--- config.mk ---
export PLATFORM = sky130hd
export DESIGN_NAME = irq_vector_ctrl
export DESIGN_NICKNAME = d
export VERILOG_FILES = /design/src/rtl/vic_pkg.sv /design/src/rtl/vic_capture.sv /design/src/rtl/vic_enable.sv /design/src/rtl/vic_prio.sv /design/src/rtl/irq_vector_ctrl.sv
export SDC_FILE = /design/constraint.sdc
export NUM_CORES = 1
export LEC_CHECK = 0
export ABC_AREA = 1
export BUFFER_PORTS_ARGS = -buffer_cell sky130_fd_sc_hd__buf_2
export CAP_MARGIN = 20
export CORE_MARGIN = 3
export CORE_UTILIZATION = 45
export CTS_CLUSTER_SIZE = 28
export DETAILED_ROUTE_END_ITERATION = 10
export GPL_TIMING_DRIVEN = 1
export PLACE_DENSITY = 0.83
export SKIP_CTS_REPAIR_TIMING = 1
export SLEW_MARGIN = 15
export SYNTH_ARGS = -nofsm -noshare
export SYNTH_HDL_FRONTEND = slang
export SYNTH_SLANG_ARGS = --single-unit
--- constraint.sdc ---
create_clock -name clk -period 4 [get_ports clk]
set_input_delay 1.2 -clock clk [delete_from_list [all_inputs] [get_ports clk]]
set_output_delay 1.2 -clock clk [all_outputs]
set_load 0.03 [all_outputs]
--- src/rtl/vic_pkg.sv ---
package vic_pkg;
  localparam int REG_W = 32;
  localparam int IDX_W = 5;

  typedef enum logic [2:0] {
    RS_STATUS = 3'd0,
    RS_PEND   = 3'd1,
    RS_ENABLE = 3'd2,
    RS_ACK    = 3'd3,
    RS_SETEN  = 3'd4,
    RS_CLREN  = 3'd5,
    RS_VECTOR = 3'd6,
    RS_MASTER = 3'd7
  } reg_sel_e;

  typedef struct packed {
    logic hw_en;
    logic glob_en;
  } master_t;
endpackage

--- src/rtl/vic_capture.sv ---
module vic_capture #(
  parameter int          NUM_SRC   = 8,
  parameter logic [31:0] EDGE_MASK = 32'h0000_00F0
) (
  input  logic               clk,
  input  logic               rst_n,
  input  logic [NUM_SRC-1:0] src_i,
  input  logic [NUM_SRC-1:0] ack_i,
  output logic [NUM_SRC-1:0] status_o
);
  for (genvar gi = 0; gi < NUM_SRC; gi++) begin : g_src
    if (EDGE_MASK[gi]) begin : g_edge
      logic prev_q, stat_q, stat_d, rise, stat_ce;

      assign rise    = src_i[gi] & ~prev_q;
      assign stat_ce = ack_i[gi] | rise;

      always_comb begin
        stat_d = (stat_q & ~ack_i[gi]) | rise;
      end

      always_ff @(posedge clk or negedge rst_n) begin
        if (!rst_n) begin
          prev_q <= 1'b0;
        end else if (prev_q != src_i[gi]) begin
          prev_q <= src_i[gi];
        end
      end

      always_ff @(posedge clk or negedge rst_n) begin
        if (!rst_n) begin
          stat_q <= 1'b0;
        end else if (stat_ce) begin
          stat_q <= stat_d;
        end
      end

      assign status_o[gi] = stat_q;

      // a latched edge survives while no acknowledge arrives
      a_r6_edge_sticky: assert property (@(posedge clk) disable iff (!rst_n)
        (stat_q && !ack_i[gi]) |=> stat_q);
      // an edge coinciding with an acknowledge wins
      a_r6_ack_race: assert property (@(posedge clk) disable iff (!rst_n)
        (rise && ack_i[gi]) |=> stat_q);
      // acknowledge without a fresh edge clears the bit
      a_r5_edge_ack: assert property (@(posedge clk) disable iff (!rst_n)
        (ack_i[gi] && !rise) |=> !stat_q);
    end else begin : g_level
      logic stat_q, stat_d, stat_ce;

      assign stat_ce = ack_i[gi] | src_i[gi];

      always_comb begin
        stat_d = (stat_q & ~ack_i[gi]) | src_i[gi];
      end

      always_ff @(posedge clk or negedge rst_n) begin
        if (!rst_n) begin
          stat_q <= 1'b0;
        end else if (stat_ce) begin
          stat_q <= stat_d;
        end
      end

      assign status_o[gi] = stat_q;

      // a high level always leaves the bit set
      a_r7_level_set: assert property (@(posedge clk) disable iff (!rst_n)
        src_i[gi] |=> stat_q);
      // acknowledge with the level low clears the bit
      a_r5_level_ack: assert property (@(posedge clk) disable iff (!rst_n)
        (ack_i[gi] && !src_i[gi]) |=> !stat_q);
    end
  end
endmodule

--- src/rtl/vic_enable.sv ---
module vic_enable
  import vic_pkg::*;
#(
  parameter logic [REG_W-1:0] ACT_MASK = 32'h0000_00FF
) (
  input  logic             clk,
  input  logic             rst_n,
  input  logic [REG_W-1:0] wdata_i,
  input  logic             we_plain_i,
  input  logic             we_set_i,
  input  logic             we_clr_i,
  input  logic             we_master_i,
  output logic [REG_W-1:0] enable_o,
  output master_t          master_o
);
  logic [REG_W-1:0] en_q, en_d;
  logic             en_ce;
  master_t          mst_q, mst_d;

  assign en_ce = we_plain_i | we_set_i | we_clr_i;

  always_comb begin
    en_d = en_q;
    if (we_plain_i) begin
      en_d = wdata_i & ACT_MASK;
    end else if (we_set_i) begin
      en_d = en_q | (wdata_i & ACT_MASK);
    end else if (we_clr_i) begin
      en_d = en_q & ~wdata_i;
    end
  end

  always_comb begin
    mst_d = master_t'(wdata_i[1:0]);
  end

  always_ff @(posedge clk or negedge rst_n) begin
    if (!rst_n) begin
      en_q <= '0;
    end else if (en_ce) begin
      en_q <= en_d;
    end
  end

  always_ff @(posedge clk or negedge rst_n) begin
    if (!rst_n) begin
      mst_q <= '0;
    end else if (we_master_i) begin
      mst_q <= mst_d;
    end
  end

  assign enable_o = en_q;
  assign master_o = mst_q;

  // set alias keeps every previous bit
  a_r3_set_keeps: assert property (@(posedge clk) disable iff (!rst_n)
    we_set_i |=> ((enable_o & $past(enable_o)) == $past(enable_o)));
  // set alias adds the requested active bits
  a_r3_set_adds: assert property (@(posedge clk) disable iff (!rst_n)
    we_set_i |=> ((enable_o & $past(wdata_i & ACT_MASK)) == $past(wdata_i & ACT_MASK)));
  // clear alias drops the requested bits
  a_r4_clr_drops: assert property (@(posedge clk) disable iff (!rst_n)
    we_clr_i |=> ((enable_o & $past(wdata_i)) == '0));
  // clear alias never adds a bit
  a_r4_clr_no_add: assert property (@(posedge clk) disable iff (!rst_n)
    we_clr_i |=> ((enable_o & ~$past(enable_o)) == '0));
endmodule

--- src/rtl/vic_prio.sv ---
module vic_prio
  import vic_pkg::*;
#(
  parameter int NUM_SRC = 8
) (
  input  logic [NUM_SRC-1:0] pend_i,
  output logic [REG_W-1:0]   vec_o,
  output logic               any_o
);
  logic [IDX_W-1:0] idx;

  always_comb begin
    idx = '0;
    for (int i = NUM_SRC - 1; i >= 0; i--) begin
      if (pend_i[i]) begin
        idx = IDX_W'(i);
      end
    end
  end

  assign any_o = |pend_i;
  assign vec_o = any_o ? {{(REG_W-IDX_W){1'b0}}, idx} : '1;
endmodule

--- src/rtl/irq_vector_ctrl.sv ---
module irq_vector_ctrl
  import vic_pkg::*;
#(
  parameter int          NUM_SRC   = 8,
  parameter logic [31:0] EDGE_MASK = 32'h0000_00F0
) (
  input  logic               clk,
  input  logic               rst_n,
  input  logic [NUM_SRC-1:0] irq_src_i,
  input  logic               bus_rd_i,
  input  logic               bus_wr_i,
  input  logic [4:2]         bus_addr_i,
  input  logic [31:0]        bus_wdata_i,
  output logic [31:0]        bus_rdata_o,
  output logic               irq_o
);
  localparam logic [REG_W-1:0] ACT_MASK =
    (NUM_SRC >= REG_W) ? {REG_W{1'b1}} : ((REG_W'(1) << NUM_SRC) - REG_W'(1));

  reg_sel_e         sel;
  logic             we_ack, we_plain, we_set, we_clr, we_master;
  logic [NUM_SRC-1:0] ack_n, stat_n, pend_n;
  logic [REG_W-1:0] stat_w, enable_w, pend_w, vec_w;
  logic             any_pend;
  master_t          master_w;

  assign sel       = reg_sel_e'(bus_addr_i);
  assign we_ack    = bus_wr_i & (sel == RS_ACK);
  assign we_plain  = bus_wr_i & (sel == RS_ENABLE);
  assign we_set    = bus_wr_i & (sel == RS_SETEN);
  assign we_clr    = bus_wr_i & (sel == RS_CLREN);
  assign we_master = bus_wr_i & (sel == RS_MASTER);

  assign ack_n = we_ack ? bus_wdata_i[NUM_SRC-1:0] : '0;

  vic_capture #(
    .NUM_SRC   (NUM_SRC),
    .EDGE_MASK (EDGE_MASK)
  ) u_capture (
    .clk      (clk),
    .rst_n    (rst_n),
    .src_i    (irq_src_i),
    .ack_i    (ack_n),
    .status_o (stat_n)
  );

  vic_enable #(
    .ACT_MASK (ACT_MASK)
  ) u_enable (
    .clk         (clk),
    .rst_n       (rst_n),
    .wdata_i     (bus_wdata_i),
    .we_plain_i  (we_plain),
    .we_set_i    (we_set),
    .we_clr_i    (we_clr),
    .we_master_i (we_master),
    .enable_o    (enable_w),
    .master_o    (master_w)
  );

  always_comb begin
    stat_w = '0;
    stat_w[NUM_SRC-1:0] = stat_n;
  end

  assign pend_n = stat_n & enable_w[NUM_SRC-1:0];

  always_comb begin
    pend_w = '0;
    pend_w[NUM_SRC-1:0] = pend_n;
  end

  vic_prio #(
    .NUM_SRC (NUM_SRC)
  ) u_prio (
    .pend_i (pend_n),
    .vec_o  (vec_w),
    .any_o  (any_pend)
  );

  assign irq_o = master_w.glob_en & master_w.hw_en & any_pend;

  always_comb begin
    bus_rdata_o = '0;
    if (bus_rd_i) begin
      unique case (sel)
        RS_STATUS: bus_rdata_o = stat_w;
        RS_PEND:   bus_rdata_o = pend_w;
        RS_ENABLE: bus_rdata_o = enable_w;
        RS_VECTOR: bus_rdata_o = vec_w;
        RS_MASTER: bus_rdata_o = {{(REG_W-2){1'b0}}, master_w};
        default:   bus_rdata_o = '0;
      endcase
    end
  end

  // request only with both gates open and something pending
  a_r9_irq_gate: assert property (@(posedge clk) disable iff (!rst_n)
    irq_o |-> (master_w.glob_en && master_w.hw_en && (stat_w & enable_w) != '0));
  // a reported vector names a pending, enabled source
  a_r10_vec_hit: assert property (@(posedge clk) disable iff (!rst_n)
    (vec_w != '1) |-> (stat_w[vec_w[IDX_W-1:0]] && enable_w[vec_w[IDX_W-1:0]]));
  // nothing below the reported vector is pending
  a_r10_vec_low: assert property (@(posedge clk) disable iff (!rst_n)
    (vec_w != '1) |-> ((stat_w & enable_w & ((REG_W'(1) << vec_w[IDX_W-1:0]) - REG_W'(1))) == '0));
  // enable bits outside the active sources stay clear
  a_r2_upper_zero: assert property (@(posedge clk) disable iff (!rst_n)
    we_plain |=> ((enable_w & ~ACT_MASK) == '0));
  // a write to a read-only index leaves enable untouched
  a_r12_ro_write: assert property (@(posedge clk) disable iff (!rst_n)
    (bus_wr_i && (sel == RS_STATUS || sel == RS_PEND || sel == RS_VECTOR)) |=> $stable(enable_w));
endmodule

==> results.cfg, run 1 <==
[synth]
muxShareOfSynthArea_pct = 0
synth_edf_count = 0
synth.top_cells.by_count = dfrtp_1 (46), a21oi_1 (42), nand2_1 (39)
synth_flop_cell = dfrtp_1
synth_top_family_by_area = compound AO/OA/AOI/OAI gates
synth_compound_area_share_pct = 24.0
yosysTopAreaCell = dfrtp_1
async_reset_ff_share_pct = 100
syn_area_mm2 = 0.00253
seq_area_frac_synth_pct = 45.5
yosysUniqueCellTypes = 26
synth_warnings = 0
synth_xor_area_share_pct = 0
synth-adder-area-share_pct = 1.98
syn_nets = 368
yosysTopAreaCellShare_pct = 45.5
avgSynthCellArea_um2 = 7.99
yosys-top-cells-area = dfrtp_1 (45%), a21oi_1 (8.3%), a21boi_1 (7.1%)
yosys_register_bits = 46
netlist_instances = 317
synth.most_common_cell = dfrtp_1
synthSimpleGateAreaFrac_pct = 20.5

[final_layout]
final_util_pct = 59.9
antenna_cells = 0
drive_gt1_share_pct = 26.4
nets = 447
area_growth_syn_to_layout_pct = 24.6

[clocking]
tritoncts = done
h-tree-depth = 2
root_buffer = clkbuf_8
clkTransAtPathRegs_ns = 0.08
worstSkewPairLatency_ns = 0.30
clockBufferDepth = 2
clock_sinks = 46
cts_buffers = 5

[global_route]
grt_max_degree = 47
track_usage_pct = 20.1
grt_pass1_wl_um = 10300
antenna_found_initial = 0
grt-ovfl-total = 0
grt_pass1_vias = 2412

[routing]
viasPerCell = 5.15
drt-initial-drc-count = 212
wl_per_cell_um = 13.1
drt-pass1-iter-count = 5
via_count = 2407
wl_um = 6100
ant_nets = 0
route.detailed.drc = 0

[timing]
finClkSkew_ns = 0.000977
final.setup.tns_ns = 0
slew_violations = 0
maxSlewHeadroom_pct = 59.5
finalSetupViolCount = 0
max_clock_freq_ghz = 0.275
fin_crit_sh_pct = 90.9
hold_viol_final = 0
period_needed_ns = 3.64
worst_slew_pin_slew_ns = 0.606
grt_setup_unrepaired = false

[die]
die_area_mm2 = 0.00656
core_mm2 = 0.00527
start_util_pct = 48.1
die_x_um = 81.0
row_count = 26
die_y_um = 81.0
pin_count = 80

[worst_setup_path]
cp_data_required_time_ns = 2.80
end_kind = output pin
path_class = input port to output pin
arrival_ns = 2.44
start_kind = input port
worstPathMaxFanout = 14

[run_status]
status = completed

[power_and_ir_drop]
p_leak_nw = 1.65
power_density_mw_per_mm2 = 388
ir_worst_vdd_v = 0.000262
power_mw = 1.22

[run]
maxCapViolations = 0

[place]
portBuffers = 79
globalplace.congestion = 0.923
dp_hpwl_um = 4460

[worst_hold_path]
worst_hold_path_type = flop to flop
## final timing paths
| check | startpoint | to | slack (ns) | depth (start not counted) |
|---|---|---|---|---|
| worst max-delay path | bus_addr_i[2] | bus_rdata_o[0] | 0.36 | 10 |
| worst min-delay path | u_capture.g_src[7].g_edge.prev_q$_DFFE_PN0P_ | u_capture.g_src[7].g_edge.prev_q$_DFFE_PN0P_ | 0.52 | 2 |
| worst max register to register | u_capture.g_src[5].g_edge.prev_q$_DFFE_PN0P_ | u_capture.g_src[5].g_edge.prev_q$_DFFE_PN0P_ | 3.09 | 4 |
| worst min register to register | u_capture.g_src[7].g_edge.prev_q$_DFFE_PN0P_ | u_capture.g_src[7].g_edge.prev_q$_DFFE_PN0P_ | 0.52 | 2 |
| max in group asynchronous | rst_n | u_enable.enable_o[17]$_DFFE_PN0P_ | 2.70 | 2 |
| min in group asynchronous | rst_n | u_enable.enable_o[9]$_DFFE_PN0P_ | 0.81 | 1 |
## layout make-up
cell class / count / area [um^2]
inverter: 38 / 143
timing repair buffer: 85 / 453
fill: 491 / 2120
multi-input combinational: 220 / 1180
sequential: 46 / 1150
clock inverter: 3 / 68.8
clock buffer: 5 / 68.8
tap: 70 / 87.6
## kinds of logic after synthesis
logic type | after synthesis
flip-flops | 46
AND/OR/NAND/NOR | 113
AO/OA/AOI/OAI | 103
buffers and inverters | 51
adder cells (fa/ha/maj) | 4
## layout by cell type, fill, tap and decap left out
cell type / Yosys / final
nand4_1: 3 / 3
o2bb2ai_1: 1 / 1
o211ai_1: 2 / 2
nand3_1: 4 / 4
nor2_1: 37 / 35
o22ai_1: 8 / 8
o21ai_1: 1 / 1
buf_12: 0 / 1
o21ai_0: 23 / 23
nand2_2: 1 / 1
ha_1: 4 / 4
nor3_1: 1 / 1
a21boi_1: 24 / 24
or2_0: 24 / 24
a21oi_4: 1 / 1
nand2_1: 39 / 39
bufinv_16: 0 / 2
nor2_2: 2 / 4
nand3_2: 1 / 1
nor2_4: 1 / 1
clkbuf_8: 0 / 5
o21bai_1: 1 / 1
a21oi_1: 42 / 42
buf_4: 2 / 5
inv_2: 4 / 4
clkinv_4: 0 / 1
buf_2: 4 / 79
inv_1: 34 / 34
dfrtp_1: 46 / 46
## critical path, stage by stage
cell     delay, ns
buf_2         0.14
inv_2         0.06
nand2_2       0.08
nor2_1        0.11
nand2_1       0.09
nor2_2        0.11
buf_4         0.20
nor2_1        0.07
a21oi_1       0.15
buf_2         0.22
## power breakdown
group          switching [mW]  internal, mW  total [mW]
registers              0.0286         0.515       0.544
clock network           0.160         0.250       0.411
logic                   0.169        0.0991       0.268
total                   0.358         0.865        1.22
## layer usage
layer,global-route usage (%),part of all wire (%),up-vias,wire [um]
met5,0,0,-,0
li1,-,-,1195,-
met4,10.5,2.2,0,137
met3,3.77,6.5,14,395
met2,33.0,47,91,2890
met1,25.1,44,1107,2680
## stage by stage
step                worst slack [ns]  instances  area [um^2]  hold slack, ns
finish                         0.362        467         3150           0.518
global route                   0.253        467         3150           0.546
CTS                            0.363        466         3130           0.526
detailed placement             0.377        458         3000           0.506
global placement               0.387        458         3000           0.495
floorplan                      0.449        317         2530           0.475
Power figures use the tool's default switching activity.
==> inputs of run 2 (changes only) <==
Settings changed: CORE_UTILIZATION 45 to 28, PLACE_DENSITY 0.83 to 0.6.
==> run 2 against run 1 <==
  * Design area increased by 0.71%
  * Clock skew is 0.00072 ns lower
  * Largest power group unchanged
  * Sequential share of layout area decreased by 0.26 points
  * Utilization decreased by 24 points
  * First-iteration DRC count is 68% lower
  * Fmax decreased by 2.6%
==> results.cfg, run 2 (synthesis gave the netlist of run 1 again) <==
[power_and_ir_drop]
pwr-share-seq_pct = 46.8
swShare_pct = 31.0
p_comb_share_pct = 23.2
ir_worst_vdd_v = 0.000151
power_density_mw_per_mm2 = 365
p_leak_nw = 1.63
p_clk_share_pct = 30.0
p_switching_mw = 0.359
intPower_mw = 0.800

[routing]
drt-initial-drc-count = 67
viasPerCell = 4.68
drt-pass1-iter-count = 6
route.detailed.drc = 0
wl_per_cell_um = 13.7
via_count = 2364
ant_nets = 0
wl_um = 6910

[global_route]
grt_pass1_vias = 2283
grt_max_degree = 47
grt_pass1_wl_um = 11100
track_usage_pct = 13.6
grt-ovfl-total = 0
antenna_found_initial = 0

[clocking]
clkTransAtPathRegs_ns = 0.08
h-tree-depth = 2
worstSkewPairLatency_ns = 0.29
clockBufferDepth = 2
clock_sinks = 46
tritoncts = done
cts_buffers = 5
root_buffer = clkbuf_8

[final_layout]
final_cell_mix = buf_2 (78), dfrtp_1 (46), a21oi_1 (42)
final_util_pct = 36.3
final_common_cell = buf_2
fin_area_mm2 = 0.00318
drive_gt1_share_pct = 26.2
antenna_cells = 0
area_growth_syn_to_layout_pct = 25.4
nets = 447

[place]
dpl-instance-area_mm2 = 0.00306
dp_hpwl_um = 5030
globalplace.congestion = 0.811
portBuffers = 79

[die]
start_util_pct = 28.9
die_area_mm2 = 0.0102
core_mm2 = 0.00876
die_x_um = 101
row_count = 34
pin_count = 80
die_y_um = 101

[worst_setup_path]
r2r_start = u_capture.g_src[5].g_edge.prev_q$_DFFE_PN0P_
rr_worst_depth = 4
path_class = input port to output pin
critical_path.startpoint = bus_addr_i[2]
cp_top_family = buffers and inverters
end_kind = output pin
r2r-end = u_capture.g_src[5].g_edge.prev_q$_DFFE_PN0P_
arrival_ns = 2.54
cp_slowest_stage_delay_ns = 0.24
path_buf_inv = 4
critical_path.endpoint = bus_rdata_o[0]
cp_num_cells = 10
cp_data_required_time_ns = 2.80
r2r_slack_ns = 3.08
worstPathMaxFanout = 19
start_kind = input port
critPathSlowestCell = buf_2
path_cells = buf_2 -> inv_2 -> nand2_2 -> nor2_1 -> nand2_1 -> nor2_2 -> buf_12 -> nor2_1 -> a21oi_1 -> buf_2

[timing]
worst_slew_pin_slew_ns = 0.671
finalSetupViolCount = 0
grt_setup_unrepaired = false
maxSlewHeadroom_pct = 55.2
max_clock_freq_ghz = 0.268
period_needed_ns = 3.74
slew_violations = 0
finClkSkew_ns = 0.000261
final.setup.tns_ns = 0
hold_viol_final = 0
fin_crit_sh_pct = 93.4

[run]
maxCapViolations = 0

[run_status]
status = completed

[worst_hold_path]
worst_hold_path_type = flop to flop
run 2: changes by cell type in the layout (fill, tap and decap cells not counted):
cell	before	now
buf_2	79	78
buf_4	5	6
bufinv_16	2	1
clkbuf_1	0	1
clkinv_4	1	0
clkinvlp_4	0	1
run 2: power groups by stage:
stage	Combinational, mW	Clock [mW]	Sequential (mW)
CTS	0.272	0.357	0.543
finish	0.269	0.347	0.543
global placement	0.263	0	0.551
global route	0.316	0.376	0.549
detailed placement	0.270	0	0.552
floorplan	0.188	0	0.545
run 2: worst min-delay path by stage:
stage          slack (ns)  cells after the start                                    startpoint                                      endpoint
6_report             0.52                      2  u_capture.g_src[6].g_edge.prev_q$_DFFE_PN0P_  u_capture.g_src[6].g_edge.prev_q$_DFFE_PN0P_
5_1_grt              0.55                      1             u_enable.enable_o[28]$_DFFE_PN0P_             u_enable.enable_o[28]$_DFFE_PN0P_
4_1_cts              0.53                      2  u_capture.g_src[6].g_edge.prev_q$_DFFE_PN0P_  u_capture.g_src[6].g_edge.prev_q$_DFFE_PN0P_
3_5_place_dp         0.51                      2  u_capture.g_src[4].g_edge.prev_q$_DFFE_PN0P_  u_capture.g_src[4].g_edge.prev_q$_DFFE_PN0P_
3_3_place_gp         0.50                      2  u_capture.g_src[6].g_edge.prev_q$_DFFE_PN0P_  u_capture.g_src[6].g_edge.prev_q$_DFFE_PN0P_
2_1_floorplan        0.47                      2              u_enable.master_o[1]$_DFFE_PN0P_              u_enable.master_o[1]$_DFFE_PN0P_
run 2: cell type report:
cell class                      instances  area [um^2]
Fill cell                             986         5590
Multi-Input combinational cell        220         1180
Sequential cell                        46         1150
Timing Repair Buffer                   85          455
Inverter                               38          143
Tap cell                              108          135
Clock buffer                            6         72.6
Clock inverter                          2         37.5
run 2: metal layers:
metal	GRT usage, %	vias to the layer above	wire length, um
met4	3.68	0	69
met2	21.7	54	3210
li1	-	1197	-
met3	3.39	5	329
met5	0	-	0
met1	18.5	1108	3290
run 2: stage by stage:
step                      power (mW)  std cells  setup WS (ns)  hold WS (ns)
after global placement         0.814        497          0.284         0.496
after floorplan                0.732        317          0.449         0.475
final                           1.16        505          0.265         0.520
after CTS                       1.17        505          0.260         0.527
after global routing            1.24        505          0.162         0.551
after detailed placement       0.823        497          0.266         0.509
run 2: worst reg2reg max path, cell delays in order, from the launching register on:
cell	delay (ns)
dfrtp_1	0.36
inv_1	0.08
ha_1	0.24
nor2_1	0.09
a21oi_1	0.04
==> inputs of run 3 (changes only) <==
Settings changed: CORE_UTILIZATION 28 to 25, PLACE_DENSITY 0.6 to 0.56.
==> run 3 against run 2 <==
  * Utilization fell by 3.7 points
  * Via count rose by 0.76%
  * Worst setup slack improved by 0.042 ns
  * Die area rose by 11%
  * Largest cell class unchanged
  * Cell count rose by 5.0%
  * Clock skew rose by 0.0013 ns
  * Critical endpoint is now bus_rdata_o[7]
==> results.cfg, run 3 (synthesis gave the netlist of run 1 again) <==
[final_layout]
layout.cells.non_filler = 530
drive_gt1_share_pct = 26.4
final_common_cell = buf_2
multi_input_area_mm2 = 0.00118
final_util_pct = 32.5
ff_latch_area_mm2 = 0.00115
nets = 447
area_growth_syn_to_layout_pct = 26.2
antenna_cells = 0
nFillCells = 1103
final_cell_mix = buf_2 (78), dfrtp_1 (46), a21oi_1 (42)
fin_area_mm2 = 0.00320

[timing]
finClkSkew_ns = 0.00152
setup_ws_ns = 0.306
maxSlewHeadroom_pct = 56.3
finalSetupViolCount = 0
period_needed_ns = 3.69
fin_crit_sh_pct = 92.3
grt_setup_unrepaired = false
worst_slew_pin_slew_ns = 0.655
slew_violations = 0
final.setup.tns_ns = 0
max_clock_freq_ghz = 0.271
holdWs_ns = 0.523
hold_viol_final = 0

[run]
maxCapViolations = 0

[worst_setup_path]
path_class = input port to output pin
start_kind = input port
cp_data_required_time_ns = 2.80
rr_worst_depth = 4
critPathSlowestCell = buf_4
cp_slowest_stage_delay_ns = 0.31
worstPathMaxFanout = 26
arrival_ns = 2.49
end_kind = output pin
path_cells = buf_2 -> inv_2 -> nand2_2 -> nor2_2 -> buf_4 -> a21oi_1 -> a21oi_1 -> buf_2

[place]
pre_cts_slack_ns = 0.297
dpl-instance-area_mm2 = 0.00308
dp_hpwl_um = 5070
place_inst = 522
portBuffers = 79
globalplace.congestion = 0.777

[die]
core_mm2 = 0.00982
pin_count = 80
die_area_mm2 = 0.0114
die_y_um = 107
die_x_um = 107
start_util_pct = 25.8
row_count = 36

[power_and_ir_drop]
p_clk_share_pct = 28.8
p_switching_mw = 0.350
p_comb_share_pct = 23.6
power_density_mw_per_mm2 = 356
intPower_mw = 0.788
swShare_pct = 30.8
power_mw = 1.14
pwr-share-seq_pct = 47.7
p_leak_nw = 1.64
ir_worst_vdd_v = 0.000143

[routing]
drt-pass1-iter-count = 4
viasPerCell = 4.49
wl_per_cell_um = 12.8
ant_nets = 0
via_count = 2382
drt-initial-drc-count = 90
route.detailed.drc = 0
wl_um = 6780

[clocking]
clockBufferDepth = 2
tritoncts = done
h-tree-depth = 2
root_buffer = clkbuf_8
clkTransAtPathRegs_ns = 0.09
cts_buffers = 5
clock_sinks = 46
worstSkewPairLatency_ns = 0.29

[global_route]
grtUsageMet3_pct = 2.77
grt_pass1_vias = 2410
grt_max_degree = 47
grt_pass1_wl_um = 11400
grt_busiest_layer = met2
antenna_found_initial = 0
grtUsageMet2_pct = 19.9
track_usage_pct = 12.4
use_met1_pct = 17.1
grt-ovfl-total = 0

[worst_hold_path]
worst_hold_path_type = flop to flop
holdPathStages = 2

[run_status]
status = completed
-- run 3: final cells by class --
cell class | count | share of cell area, %
clock buffer | 8 | 3.45
inverter | 38 | 4.46
multi-input combinational | 220 | 37.0
sequential | 46 | 36.0
tap | 133 | 5.21
timing repair buffer | 85 | 13.9
-- run 3: critical path: cells and delay by family --
family	cells	cell delay, ns
AO/OA/AOI/OAI	2	0.30
buffers and inverters	4	0.75
AND/OR/NAND/NOR	2	0.24
-- run 3: power groups by stage --
| stage | clock network, mW | logic [mW] | registers [mW] |
|---|---|---|---|
| after CTS | 0.348 | 0.273 | 0.542 |
| after global routing | 0.370 | 0.313 | 0.548 |
| after floorplan | 0 | 0.188 | 0.545 |
| after global placement | 0 | 0.265 | 0.550 |
| final | 0.328 | 0.268 | 0.543 |
| after detailed placement | 0 | 0.272 | 0.552 |
-- run 3: final timing paths --
| path | from | endpoint | slack, ns |
|---|---|---|---|
| max | bus_addr_i[2] | bus_rdata_o[7] | 0.31 |
| max reg2reg | u_capture.g_src[4].g_edge.prev_q$_DFFE_PN0P_ | u_capture.g_src[4].g_edge.prev_q$_DFFE_PN0P_ | 3.08 |
| min | u_capture.g_src[5].g_edge.prev_q$_DFFE_PN0P_ | u_capture.g_src[5].g_edge.prev_q$_DFFE_PN0P_ | 0.52 |
| min reg2reg | u_capture.g_src[5].g_edge.prev_q$_DFFE_PN0P_ | u_capture.g_src[5].g_edge.prev_q$_DFFE_PN0P_ | 0.52 |
| max in group asynchronous | rst_n | u_enable.enable_o[21]$_DFFE_PN0P_ | 2.68 |
| min in group asynchronous | rst_n | u_capture.g_src[4].g_edge.prev_q$_DFFE_PN0P_ | 0.91 |
-- run 3: per-layer routing --
| metal | part of all wire [%] | wire length [um] |
|---|---|---|
| met3 | 5.1 | 348 |
| met1 | 49 | 3300 |
| met4 | 0.37 | 25 |
| met2 | 46 | 3110 |
| met5 | 0 | 0 |
